--- src/rtl/rr_adc_pkg.sv ---
package rr_adc_pkg;

    localparam int NUM_SLOTS   = 8;
    localparam int CH_W        = $clog2(NUM_SLOTS);
    localparam int FRAME_BITS  = 16;
    localparam int REG_W       = 16;
    localparam int ADDR_W      = 4;
    localparam int DIV_W       = 10;
    localparam int GAP_PERIODS = 2;
    localparam int QUAD_LAST   = 3;

    localparam logic [ADDR_W-1:0] ADDR_CTRL = ADDR_W'(NUM_SLOTS);
    localparam logic [ADDR_W-1:0] ADDR_STAT = ADDR_W'(NUM_SLOTS + 1);

    typedef enum logic [1:0] {
        MODE_QUAD  = 2'd0,
        MODE_DEC15 = 2'd1,
        MODE_DEC16 = 2'd2,
        MODE_DEC16X = 2'd3
    } mode_e;

    typedef struct packed {
        logic [DIV_W-1:0] div;
        logic [CH_W-1:0]  last;
        mode_e            mode;
        logic             run;
    } ctrl_t;

    typedef struct packed {
        logic                  we;
        logic [CH_W-1:0]       ch;
        logic [FRAME_BITS-1:0] data;
    } sample_t;

    function automatic logic [FRAME_BITS-1:0] sample_mask(input mode_e m);
        case (m)
            MODE_QUAD:  return FRAME_BITS'(16'h0FFF);
            MODE_DEC15: return FRAME_BITS'(16'h7FFF);
            default:    return '1;
        endcase
    endfunction

    function automatic logic [CH_W-1:0] clamp_last(input logic [CH_W-1:0] req, input mode_e m);
        if (m == MODE_QUAD && req > CH_W'(QUAD_LAST))
            return CH_W'(QUAD_LAST);
        return req;
    endfunction

endpackage

--- src/rtl/rr_tick.sv ---
module rr_tick #(
    parameter int DIV_W = rr_adc_pkg::DIV_W
) (
    input  logic             clk,
    input  logic             rst,
    input  logic             en,
    input  logic [DIV_W-1:0] div,
    output logic             tick
);
    logic [DIV_W-1:0] cnt_q;

    assign tick = en && (cnt_q >= div);

    always_ff @(posedge clk) begin
        if (rst || !en || tick)
            cnt_q <= '0;
        else
            cnt_q <= cnt_q + 1'b1;
    end
endmodule

--- src/rtl/rr_seq.sv ---
module rr_seq
    import rr_adc_pkg::*;
(
    input  logic            clk,
    input  logic            rst,
    input  logic            run,
    input  mode_e           mode,
    input  logic [CH_W-1:0] last,
    input  logic            tick,
    input  logic            miso,
    output logic            busy,
    output logic            sclk,
    output logic            cs_n,
    output logic [CH_W-1:0] sel,
    output sample_t         smp
);
    localparam int FRAME_TICKS = 2 * FRAME_BITS;
    localparam int GAP_TICKS   = 2 * GAP_PERIODS;
    localparam int TCNT_W      = $clog2(FRAME_TICKS);

    typedef enum logic [1:0] { ST_IDLE, ST_GAP, ST_SHIFT } state_e;

    state_e                state_q;
    logic [TCNT_W-1:0]     tcnt_q;
    logic [CH_W-1:0]       ch_q;
    logic [FRAME_BITS-1:0] shreg_q;

    assign busy = (state_q != ST_IDLE);

    generate
        if (CH_W > 2) begin : g_sel_wide
            assign sel = (mode == MODE_QUAD) ? {{(CH_W-2){1'b0}}, ch_q[1:0]} : ch_q;
        end else begin : g_sel_narrow
            assign sel = ch_q;
        end
    endgenerate

    always_ff @(posedge clk) begin
        if (rst) begin
            state_q <= ST_IDLE;
            tcnt_q  <= '0;
            ch_q    <= '0;
            shreg_q <= '0;
            sclk    <= 1'b0;
            cs_n    <= 1'b1;
            smp     <= '0;
        end else begin
            smp.we <= 1'b0;
            case (state_q)
                ST_IDLE: begin
                    tcnt_q <= '0;
                    sclk   <= 1'b0;
                    cs_n   <= 1'b1;
                    if (run) begin
                        state_q <= ST_GAP;
                        ch_q    <= '0;
                    end
                end
                ST_GAP: begin
                    if (tick) begin
                        if (tcnt_q == TCNT_W'(GAP_TICKS - 1)) begin
                            state_q <= ST_SHIFT;
                            tcnt_q  <= '0;
                            cs_n    <= 1'b0;
                        end else begin
                            tcnt_q <= tcnt_q + 1'b1;
                        end
                    end
                end
                ST_SHIFT: begin
                    if (tick) begin
                        sclk <= ~sclk;
                        if (!sclk)
                            shreg_q <= {shreg_q[FRAME_BITS-2:0], miso};
                        if (tcnt_q == TCNT_W'(FRAME_TICKS - 1)) begin
                            cs_n     <= 1'b1;
                            tcnt_q   <= '0;
                            smp.we   <= 1'b1;
                            smp.ch   <= ch_q;
                            smp.data <= shreg_q & sample_mask(mode);
                            if (run) begin
                                state_q <= ST_GAP;
                                ch_q    <= (ch_q >= last) ? '0 : ch_q + 1'b1;
                            end else begin
                                state_q <= ST_IDLE;
                            end
                        end else begin
                            tcnt_q <= tcnt_q + 1'b1;
                        end
                    end
                end
                default: state_q <= ST_IDLE;
            endcase
        end
    end
endmodule

--- src/rtl/rr_regs.sv ---
module rr_regs
    import rr_adc_pkg::*;
(
    input  logic              clk,
    input  logic              rst,
    input  logic              host_wr,
    input  logic              host_rd,
    input  logic [ADDR_W-1:0] host_addr,
    input  logic [REG_W-1:0]  host_wdata,
    input  sample_t           smp,
    output ctrl_t             ctrl,
    output logic [NUM_SLOTS-1:0] vld,
    output logic [REG_W-1:0]  host_rdata
);
    logic [FRAME_BITS-1:0] res [NUM_SLOTS];
    ctrl_t                 wr_word;

    assign wr_word = ctrl_t'(host_wdata);

    for (genvar i = 0; i < NUM_SLOTS; i++) begin : g_slot
        logic [FRAME_BITS-1:0] res_r;
        logic                  vld_r;
        always_ff @(posedge clk) begin
            if (rst) begin
                res_r <= '0;
                vld_r <= 1'b0;
            end else if (smp.we && smp.ch == CH_W'(i)) begin
                res_r <= smp.data;
                vld_r <= 1'b1;
            end else if (host_rd && host_addr == ADDR_W'(i)) begin
                vld_r <= 1'b0;
            end
        end
        assign res[i] = res_r;
        assign vld[i] = vld_r;
    end

    always_ff @(posedge clk) begin
        if (rst) begin
            ctrl <= '0;
        end else if (host_wr && host_addr == ADDR_CTRL) begin
            ctrl      <= wr_word;
            ctrl.last <= clamp_last(wr_word.last, wr_word.mode);
        end
    end

    always_ff @(posedge clk) begin
        if (rst) begin
            host_rdata <= '0;
        end else if (host_rd) begin
            if (host_addr < ADDR_W'(NUM_SLOTS))
                host_rdata <= REG_W'(res[host_addr[CH_W-1:0]]);
            else if (host_addr == ADDR_CTRL)
                host_rdata <= REG_W'(ctrl);
            else if (host_addr == ADDR_STAT)
                host_rdata <= REG_W'(vld);
            else
                host_rdata <= '0;
        end
    end
endmodule

--- src/rtl/rr_adc_sampler.sv ---
module rr_adc_sampler
    import rr_adc_pkg::*;
(
    input  logic              clk,
    input  logic              rst,
    input  logic              host_wr,
    input  logic              host_rd,
    input  logic [ADDR_W-1:0] host_addr,
    input  logic [REG_W-1:0]  host_wdata,
    output logic [REG_W-1:0]  host_rdata,
    output logic              adc_sclk,
    output logic              adc_cs_n,
    output logic [CH_W-1:0]   adc_sel,
    input  logic              adc_miso
);
    ctrl_t                ctrl_q;
    sample_t              smp;
    logic [NUM_SLOTS-1:0] vld_q;
    logic                 busy;
    logic                 tick;

    rr_regs u_regs (
        .clk        (clk),
        .rst        (rst),
        .host_wr    (host_wr),
        .host_rd    (host_rd),
        .host_addr  (host_addr),
        .host_wdata (host_wdata),
        .smp        (smp),
        .ctrl       (ctrl_q),
        .vld        (vld_q),
        .host_rdata (host_rdata)
    );

    rr_tick #(.DIV_W(DIV_W)) u_tick (
        .clk  (clk),
        .rst  (rst),
        .en   (busy),
        .div  (ctrl_q.div),
        .tick (tick)
    );

    rr_seq u_seq (
        .clk  (clk),
        .rst  (rst),
        .run  (ctrl_q.run),
        .mode (ctrl_q.mode),
        .last (ctrl_q.last),
        .tick (tick),
        .miso (adc_miso),
        .busy (busy),
        .sclk (adc_sclk),
        .cs_n (adc_cs_n),
        .sel  (adc_sel),
        .smp  (smp)
    );
endmodule

--- config.mk ---
export PLATFORM = sky130hd
export DESIGN_NAME = rr_adc_sampler
export DESIGN_NICKNAME = d
export VERILOG_FILES = /design/src/rtl/rr_adc_pkg.sv /design/src/rtl/rr_tick.sv /design/src/rtl/rr_seq.sv /design/src/rtl/rr_regs.sv /design/src/rtl/rr_adc_sampler.sv
export SDC_FILE = /design/constraint.sdc
export NUM_CORES = 1
export LEC_CHECK = 0
export CAP_MARGIN = 20
export CORE_MARGIN = 4
export CORE_UTILIZATION = 44
export CTS_BUF_LIST = sky130_fd_sc_hd__clkbuf_2 sky130_fd_sc_hd__clkbuf_4 sky130_fd_sc_hd__clkbuf_8
export CTS_CLUSTER_DIAMETER = 30
export CTS_CLUSTER_SIZE = 20
export DETAILED_ROUTE_END_ITERATION = 12
export GPL_TIMING_DRIVEN = 0
export PLACE_DENSITY_LB_ADDON = 0.2
export SETUP_SLACK_MARGIN = 0.2
export SKIP_LAST_GASP = 1
export SYNTH_ARGS = -nofsm -noshare
export SYNTH_HDL_FRONTEND = slang
export SYNTH_SLANG_ARGS = --single-unit
--- constraint.sdc ---
create_clock -name clk -period 2.04 [get_ports clk]
set_input_delay 0.408 -clock clk [delete_from_list [all_inputs] [get_ports clk]]
set_output_delay 0.408 -clock clk [all_outputs]
set_load 0.01 [all_outputs]
=== Word-level counts from Yosys, hierarchy flattened ===
Index checks and enable logic that the tools add are counted.

* Register bits after elaboration: 226
* Output and inout bits: 21

* Add/sub/neg operators: 3
* $lt $le $gt $ge: 5
* Eq/ne operators: 27
* Mux-type cells: 59
* Bitwise logic cells: 5
* Reduce and logical (&&, ||, !) cells: 46

{| class="wikitable"
|+ Operator list
! kind !! count
|-
| $mux 16 || 8
|-
| $bmux 16 s3 || 1
|-
| $pmux 16 s2 || 1
|-
| $mux 1 || 25
|-
| $mux 3 || 8
|-
| $mux 20 || 1
|-
| $mux 5 || 4
|-
| $reduce_bool 2->1 || 10
|-
| $logic_and 1x1->1 || 19
|-
| $and 16x16->16 || 1
|-
| $eq 4x3->1 const B || 4
|-
| $pmux 5 s3 || 1
|-
| $reduce_and 5->1 || 3
|-
| $eq 3x3->1 const B || 4
|-
| $add 10x1->10 const B || 1
|-
| $ge 10x10->1 || 1
|-
| $mux 2 || 5
|-
| $reduce_and 3->1 || 3
|-
| $eq 4x2->1 const B || 2
|-
| $eq 4x4->1 const B || 2
|-
| $mux 8 || 1
|-
| $ne 2x2->1 const B || 4
|-
| $eq 3x2->1 const B || 2
|-
| $logic_not 2->1 || 3
|-
| other kinds (26) || 31
|}

=== Longest topological paths before layout ===
Gate-level depths: netlist (run 1).

* Word-level depth: 8
* Gate-level depth with buffers: 10
* Mapped depth without buffers: 8

=== Hierarchy ===
From an unflattened synthesis (run 1), not the netlist that was laid out.

* Cell total of the unflattened synthesis: 1203
* Area total of the unflattened synthesis: 9933.3 µm²

{| class="wikitable"
|+ Modules (own cells, without submodules)
! module !! times used !! cells an instance !! area an instance (µm²)
|-
| rr_regs || 1 || 870 || 7109.3
|-
| rr_seq || 1 || 255 || 2097.0
|-
| rr_tick || 1 || 78 || 726.9
|}

=== Worst setup path after synthesis (run 1) ===
Ideal clock, no wire load.

* Path type: register to register
* Start point: register u_tick.cnt_q[0]
* End point: register u_seq.cs_n
* Library setup time: 120 ps
* Arrival time: 1893 ps
* Setup slack: 28 ps
* Cell stages (with the launch flop): 9
* Period minus slack after synthesis: 2012 ps
* Cell sequence: dfxtp_1 inv_1 ha_1 nand2b_4 a211oi_4 a2bb2oi_1 o21ai_2 nor3b_1 a211o_1

* Longest elaborated chain between the ends: 4

{| class="wikitable"
|+ Ends and longest elaborated chain
! item !! RTL line !! source
|-
| start: declaration || rr_tick.sv:10 || <nowiki>logic [DIV_W-1:0] cnt_q;</nowiki>
|-
| start signal: assignment || rr_tick.sv:18 || <nowiki>cnt_q <= cnt_q + 1'b1;</nowiki>
|-
| $ge 10x10->1 * || rr_tick.sv:12 || <nowiki>assign tick = en && (cnt_q >= div);</nowiki>
|-
| $logic_and 1x1->1 * || rr_tick.sv:12 ||
|-
| $ne 2x2->1 (no source line) || -- ||
|-
| $reduce_and 5->1 (no source line) * || -- ||
|-
| end signal: assignment || rr_seq.sv:45 || <nowiki>cs_n <= 1'b1;</nowiki>
|-
| end signal: assignment || rr_seq.sv:53 || <nowiki>cs_n <= 1'b1;</nowiki>
|-
| end signal: assignment || rr_seq.sv:64 || <nowiki>cs_n <= 1'b0;</nowiki>
|-
| end: declaration || rr_seq.sv:13 || <nowiki>output logic cs_n,</nowiki>
|}

Mark *: on every way between the ends. The rest lies on a longest branch, timed or not.
A chain may end at the register's enable or synchronous reset.

=== Worst setup path in the final report (run 1) ===
* Start point: register u_regs.ctrl[6] (netlist name)
* End point: register u_seq.shreg_q[2]

* Longest elaborated chain between the ends: 3

{| class="wikitable"
|+ Ends and longest elaborated chain
! item !! RTL line !! source
|-
| start: declaration || rr_regs.sv:11 || <nowiki>output ctrl_t ctrl,</nowiki>
|-
| start signal: assignment || rr_regs.sv:42 || <nowiki>ctrl <= wr_word;</nowiki>
|-
| $ge 10x10->1 || rr_tick.sv:12 ||
|-
| $logic_and 1x1->1 || rr_tick.sv:12 ||
|-
| $reduce_and 3->1 (no source line) || -- ||
|-
| end signal: assignment || rr_seq.sv:74 || <nowiki>shreg_q <= {shreg_q[FRAME_BITS-2:0], miso};</nowiki>
|-
| end: declaration || rr_seq.sv:26 || <nowiki>logic [FRAME_BITS-1:0] shreg_q;</nowiki>
|}

No other way between the ends.

==> results of run 1 <==
-- final cells by class --
type                            count  area [um^2]  share of cell area [%]
Multi-Input combinational cell    816         5460                    42.1
Inverter                           22         85.1                   0.656
Buffer                             91          518                    3.99
Tap cell                          280          350                    2.70
Timing Repair Buffer               81          757                    5.84
Sequential cell                   226         4570                    35.2
Clock buffer                       73          936                    7.22
Clock inverter                     23          293                    2.26
-- repair_timing --
action	CTS	global route
gates cloned	6	2
buffers inserted	22	12
endpoints found under the setup margin	182	187
pin swaps	30	27
gates resized for setup	168	96
-- layout by cell type (no fill, tap or decap), types with 22 or more instances in the layout --
cell      Yosys  final
clkbuf_8      0     62
dfxtp_1     226    206
a21oi_1     184    161
clkbuf_1     54     31
mux2i_1      36     31
nor2_1       66     51
mux4_2       32     32
buf_4        11     32
a21oi_2       0     22
nand2_1     333    304
buf_2        20     23
-- power groups by stage --
stage | clock [W] | sequential, W | combinational (W)
final | 0.00592 | 0.00448 | 0.000893
after global routing | 0.00623 | 0.00448 | 0.000966
after CTS | 0.00600 | 0.00448 | 0.000823
after detailed placement | 0 | 0.00459 | 0.000698
after global placement | 0 | 0.00459 | 0.000695
after floorplan | 0 | 0.00459 | 0.000454
-- per-stage QoR --
step | setup slack, ns | hold WS, ns | cells | total power [W] | area [um^2]
2_1_floorplan | 0.148 | 0.419 | 1153 | 0.00504 | 9900
3_3_place_gp | -0.654 | 0.438 | 1474 | 0.00528 | 10700
3_5_place_dp | -0.695 | 0.440 | 1474 | 0.00529 | 10700
4_1_cts | -0.00785 | 0.272 | 1598 | 0.0113 | 12600
5_1_grt | -0.0918 | 0.304 | 1612 | 0.0117 | 13000
6_report | -0.0191 | 0.278 | 1612 | 0.0113 | 13000
-- worst max path at each step --
| stage | start | cells after the start | endpoint | slack [ns] |
|---|---|---|---|---|
| global route | u_tick.cnt_q[0] | 11 | u_seq.shreg_q[7] | -0.09 |
| detailed placement | rst | 5 | u_regs.ctrl[11] | -0.69 |
| finish | u_regs.ctrl[6] | 10 | u_seq.shreg_q[2] | -0.02 |
| CTS | u_regs.ctrl[2] | 3 | adc_sel[2] | -0.008 |
| global placement | host_addr[1] | 7 | u_regs.host_rdata[3] | -0.65 |
| floorplan | u_tick.cnt_q[0] | 10 | u_seq.shreg_q[1] | 0.15 |
-- state kept, by name, summed over array words and instances (netlist names) --
| signal | cells |
|---|---|
| u_seq.ch_q | 3 |
| u_regs.host_rdata | 16 |
| u_regs.ctrl | 16 |
| u_regs.g_slot.vld_r | 8 |
| u_regs.g_slot.res_r | 128 |
| u_tick.cnt_q | 10 |
| u_seq.shreg_q | 16 |
| u_seq.state_q | 2 |
| u_seq.sclk | 1 |
| u_seq.smp | 20 |
| u_seq.tcnt_q | 5 |
| u_seq.cs_n | 1 |
-- worst register-to-register path, cell delays in order (launching register included) --
cell and delay, ns:
dfxtp_2 0.38, ha_4 0.21, nand2b_4 0.14, a211oi_4 0.31
nor4_4 0.06, buf_6 0.14, o21ai_4 0.14, buf_6 0.17
clkbuf_16 0.16, mux2i_1 0.17, nor2_1 0.05
-- layer usage --
layer | vias up | track usage (%)
li1 | 4218 | -
met1 | 4263 | 31.1
met5 | - | 0
met3 | 55 | 5.22
met2 | 308 | 39.3
met4 | 0 | 7.87
-- cells by family (layout without fill, tap and decap cells) --
logic type	Yosys count	in the layout	share of synthesized area (%)
xor+xnor	8	8	0.711
fa+ha+maj	22	22	2.79
buf+inv	113	290	5.22
compound gates	254	255	14.9
simple gates	462	463	19.5
flops	226	226	45.9
mux	68	68	11.0
==> results.md, run 1 <==
- Portion of total power attributed to combinational logic: 7.9%
- Total number of H-tree levels: 2
- Initial Util: 44.9%
- Endpoints failing setup: 7
- Cells taking the most area after synthesis: dfxtp_1 46%, nand2_1 13%, a21oi_1 9.3%
- Yosys top cell by area: dfxtp_1
- Commonest register cell after synthesis: dfxtp_1
- Most common cell in the netlist: nand2_1
- Syn_nets: 1200
- Routed wire length per instance: 18.5 um
- Cell mode on critical path: buf_6
- CTS max path bufs: 3
- I/O pin count: 46
- First-pass GRT wire length: 46700 um
- Cell area power density: 871 nW/um^2
- Drt pass-1 iters: 5
- Post-synth top cells: 333 x nand2_1, 226 x dfxtp_1, 184 x a21oi_1
- Vias/cell: 5.49
- #FFs+latches synth: 226
- Max-cap violations: 0
- Switch share: 24.2%
- Layout cells sized above 1: 27.6%
- Final nets: 1336
- Fillers: 1885
- Die Y: 158 um
- Crit path kind: reg -> reg
- Worst path buffer plus inverter count: 3
- Reg2reg end: u_seq.shreg_q[2]
- Worst vdd ir: between 0.4 and 0.5 mV
- Worst path max stage delay: 0.38 ns
- CP Capture Type: register
- CTS Root Cell: clkbuf_8
- Final Critical Period: 2.06 ns
- Post-Syn Area: 9860 um^2
- Mapped Cells: 1153
- Vias post-DR: ~8800
- Clock power share: 52.4%
- R2R depth: 10
- Largest net degree at the start of global routing: 14
- Setup ws final: -0.0191 ns
- Int Pwr: 0.00856 W
- DP HPWL: 19900 um
- Post-synth top area share: 45.9%
- Final antenna-violating net count: 0
- WP data arrival: about 2.5 ns
- Slew Viols, Final: 0
- Fmax: 486 MHz
- Total Wirelength: 29800 um
- Clock sink count: 226
- Grt ovf: 0
- Row count: 54
- Seq pwr share: 39.7%
- CTS buffer count: 51
- Vias in the first global route: 8714
- Drt initial violations: roughly 700
- Synthesized area per cell: roughly 8.6 um^2
- Final GP Congestion: 0.911
- Final core utilization: 59.1%
- RSZ-0062 raised after global routing: true
- I/O Buffers: 41
- CP startpoint kind: register
- CTS Hold Bufs: 0
- Wl on met1: 12900 um
- Hold Vio Cnt, Final: 0
- Worst Hold Class: in -> reg
- Die area: 24900 um^2
- Max layer used: met4
- CTS tree: done
- Number of enable flip-flop cells after synthesis: 0
- Hold_sp: host_rd
- Post-synthesis sequential area ratio: 45.9%
- Tightest Pin Transition: 0.645 ns
- Leak: 4.88 nW
- Failing checks: setup timing
- Core area: approximately 22000 um^2
- CP top delay family: buffers and inverters
- Unique masters post-synth: 57
- Clock Skew: 0.0196 ns
- Reg2reg start: u_regs.ctrl[6]
- WHS Path Cells: 3
- Async set-reset flop share out of synthesis: 0%
- Synth warn: 0
- Setup TNS Final: -0.0887 ns
- Met3 wire length: 2110 um
- Worst-path clk slew: 0.06 ns
- Met2 Routed Length: 14000 um
- Overall global routing resource usage: between 20% and 30%
- Switching power: 0.00273 W
- Cells along the critical path: ha_4 > nand2b_4 > a211oi_4 > nor4_4 > buf_6 > o21ai_4 > buf_6 > clkbuf_16 > mux2i_1 > nor2_1
- Die X: 158 um
- Ant diodes: 0
- Slowest CP cell: dfxtp_2
- Data required time of the critical path: 2.47 ns
- Max FO, Critical Path: 5
- R2R Setup Slk: -0.02 ns
- Relative slew slack: 57.0%
- # DRC: 0
- Synth-to-layout area growth: 31.5%
- Clk_lat worst skew: 0.57 ns
- Hold endpoint: u_regs.host_rdata[8]
- Status: finished with violations
- Initial antenna violation count: 0
- Final worst path period share: 101%
Note: power is estimated with default switching activity, not from simulation.
==> run 2: changes to the inputs <==
--- a/config.mk
+++ b/config.mk
@@ -6,7 +6,6 @@
 export NUM_CORES = 1
 export LEC_CHECK = 0
 export CAP_MARGIN = 20
-export CORE_MARGIN = 4
 export CORE_UTILIZATION = 44
 export CTS_BUF_LIST = sky130_fd_sc_hd__clkbuf_2 sky130_fd_sc_hd__clkbuf_4 sky130_fd_sc_hd__clkbuf_8
 export CTS_CLUSTER_DIAMETER = 30
==> run 2 against run 1 <==
Effect of this change:
- the run still ends with setup timing left
- wire length about the same
- hold slack worse by 0.043 ns
- clock-buffer cell count decreased by 6
- via count decreased by 1.5%
- critical path depth did not move
- first-iteration DRC count shrank 11%
- sequential share of layout area is 0.23 points higher
- sequential power is essentially flat
- critical path type unchanged
- critical endpoint is now u_seq.shreg_q[1]
==> results.md, run 2 (synthesized netlist as in run 1, its figures left out) <==
- Status: finished with violations
- Failing checks: setup timing
- PnR Total Power: 0.0112 W (-0.70%)
- CTS tree: done
- Int Pwr: 0.00835 W (-2.4%)
- Final worst path period share: 102% (+0.62 points)
- Register with the most flip-flops: u_regs.g_slot.res_r
- First-pass GRT wire length: 45400 um (-2.6%)
- Worst Hold Class: in -> reg
- Ant diodes: 0 (unchanged)
- Max-cap violations: 0 (unchanged)
- WP data arrival: 2.52 ns (+0.03 ns)
- Max reg flops: 128 (unchanged)
- Final GP Congestion: 0.851 (-6.6%)
- Commonest non-fill, non-tap cell in the layout: nand2_1
- Drt pass-1 iters: 5 (unchanged)
- Cell area power density: 871 nW/um^2 (about the same)
- CP startpoint kind: register
- Overall global routing resource usage: 26.1% (+2.3 points)
- Non-filler cells, final: 1607 (-0.31%)
- Drt initial violations: 627 (-11%)
- Hold Vio Cnt, Final: 0 (unchanged)
- Dpl ws: -0.687 ns (+0.00737 ns)
- CTS Hold Bufs: 0 (unchanged)
- Synth-to-layout area growth: 30.6%
- Initial Util: 45.0% (+0.14 points)
- Fmax: 483 MHz (-0.61%)
- Placed cells: 1474 (unchanged)
- Fillers: 1922 (+2.0%)
- Worst-path clk slew: 0.06 ns (about the same)
- Endpoints failing setup: 3 (-4)
- Crit path kind: reg -> reg
- Final nets: 1334 (-0.15%)
- Leak: 4.76 nW (-2.4%)
- Clock power share: 51.5% (-0.9 points)
- I/O Buffers: 41 (unchanged)
- Total number of H-tree levels: 2 (unchanged)
- Clock sink count: 226 (unchanged)
- Cells along the critical path: inv_2 > ha_4 > a211oi_2 > nor2_2 > a31o_4 > o21ai_4 > buf_8 > buf_12 > mux2i_1 > nor2_1
- CTS max path bufs: 3 (unchanged)
- WHS Path Cells: 3 (unchanged)
- Initial antenna violation count: 0 (unchanged)
- Routed wire length per instance: 18.5 um (+0.31%)
- Worst path max stage delay: 0.34 ns (-0.04 ns)
- Max FO, Critical Path: 6 (+1)
- R2R depth: 10 (unchanged)
- Vias/cell: 5.42 (-1.2%)
- Die X: 152 um (-3.8%)
- Layout cells sized above 1: 26.8% (-0.80 points)
- Core area: 21900 um^2 (-0.31%)
- Data required time of the critical path: 2.49 ns (+0.02 ns)
- Seq pwr share: 40.0% (+0.3 points)
- Clk_lat worst skew: 0.59 ns (+0.02 ns)
- Final Critical Period: 2.07 ns (+0.0127 ns)
- Setup ws final: -0.0318 ns (-0.0127 ns)
- CP Capture Type: register
- Grt ovf: 0 (unchanged)
- Die Y: 152 um (-3.8%)
- Die area: 23000 um^2 (-7.5%)
- Vias in the first global route: 8378 (-3.9%)
- DP HPWL: 19700 um (-1.1%)
- Final antenna-violating net count: 0 (unchanged)
- Switch share: 25.5% (+1.3 points)
- I/O pin count: 46 (unchanged)
- Slew Viols, Final: 0 (unchanged)
- Slowest CP cell: dfxtp_2
- Total Wirelength: 29800 um (about the same)
- Worst vdd ir: 0.531 mV (+31%)
- Most frequent cells in the layout: 310 x nand2_1, 207 x dfxtp_1, 164 x a21oi_1, 60 x clkbuf_8, 51 x nor2_1
- RSZ-0062 raised after global routing: true
- CTS buffer count: 52 (+2.0%)
- Largest net degree at the start of global routing: 15 (+1)
- Switching power: 0.00286 W (+4.8%)
- Row count: 54 (unchanged)
- Vias post-DR: 8708 (-1.5%)
- Portion of total power attributed to combinational logic: 8.5% (+0.6 points)
- Tightest Pin Transition: 0.668 ns (+0.0229 ns)
- Relative slew slack: 55.5% (-1.5 points)
- Biggest regs: u_regs.g_slot.res_r (128), u_seq.smp (20)
- Clock Skew: 0.0224 ns (+0.00275 ns)
- # DRC: 0 (unchanged)
- CTS Root Cell: clkbuf_8
[run 2: cell type report]
cell class,instances,area (um^2),area share (%)
Buffer,91,523,4.06
Clock buffer,67,878,6.82
Clock inverter,27,305,2.37
Inverter,22,82.6,0.641
Multi-Input combinational cell,816,5440,42.3
Sequential cell,226,4570,35.5
Tap cell,280,350,2.72
Timing Repair Buffer,78,728,5.65
[run 2: per-stage QoR]
step	area [um^2]	hold WS [ns]	util, %	setup TNS (ns)
after floorplan	9900	0.419	-	0
after global placement	10700	0.438	48.7	-69.57
after detailed placement	10700	0.440	48.7	-73.92
after CTS	12400	0.212	56.8	-0.0196
after global routing	12900	0.240	58.8	-2.06
final	12900	0.235	58.8	-0.0388
[run 2: power by group through the flow]
stage | logic (W) | registers (W) | clock network (W)
2_1_floorplan | 0.000454 | 0.00459 | 0
3_3_place_gp | 0.000695 | 0.00459 | 0
3_5_place_dp | 0.000699 | 0.00459 | 0
4_1_cts | 0.000825 | 0.00449 | 0.00583
5_1_grt | 0.00102 | 0.00449 | 0.00609
6_report | 0.000956 | 0.00449 | 0.00577
[run 2: routing by layer]
layer | vias to the layer above | wire (um) | global-route usage [%]
li1 | 4205 | - | -
met1 | 4156 | 13100 | 34.0
met2 | 286 | 13800 | 42.1
met3 | 61 | 1890 | 5.03
met4 | 0 | 940 | 11.4
met5 | - | 0 | 0
[run 2: path summary, 6_finish.rpt]
path / startpoint / end / slack (ns)
setup / recovery: u_regs.ctrl[9] / u_seq.shreg_q[1] / -0.03
hold / removal: host_rd / u_regs.host_rdata[8] / 0.23
setup reg to reg: u_regs.ctrl[9] / u_seq.shreg_q[1] / -0.03
hold reg to reg: u_regs.g_slot[6].res_r[4] / u_regs.g_slot[6].res_r[4] / 0.45
[run 2: what timing repair did]
action                     in CTS  in global routing
cloned                          7                  0
setup buffers                  16                 16
gates resized for setup       150                 97
setup endpoints to repair     189                182
hold endpoints to repair        0                  0
pin swaps                      35                 25
[run 2: critical path, delay by kind of cell, from the launching register on]
kind / cells / cell delay (ns)
AND/OR/NAND/NOR: 2 / 0.14
adder cells (fa/ha/maj): 1 / 0.22
flip-flops: 1 / 0.34
buffers and inverters: 3 / 0.34
AO/OA/AOI/OAI: 3 / 0.69
multiplexers: 1 / 0.20
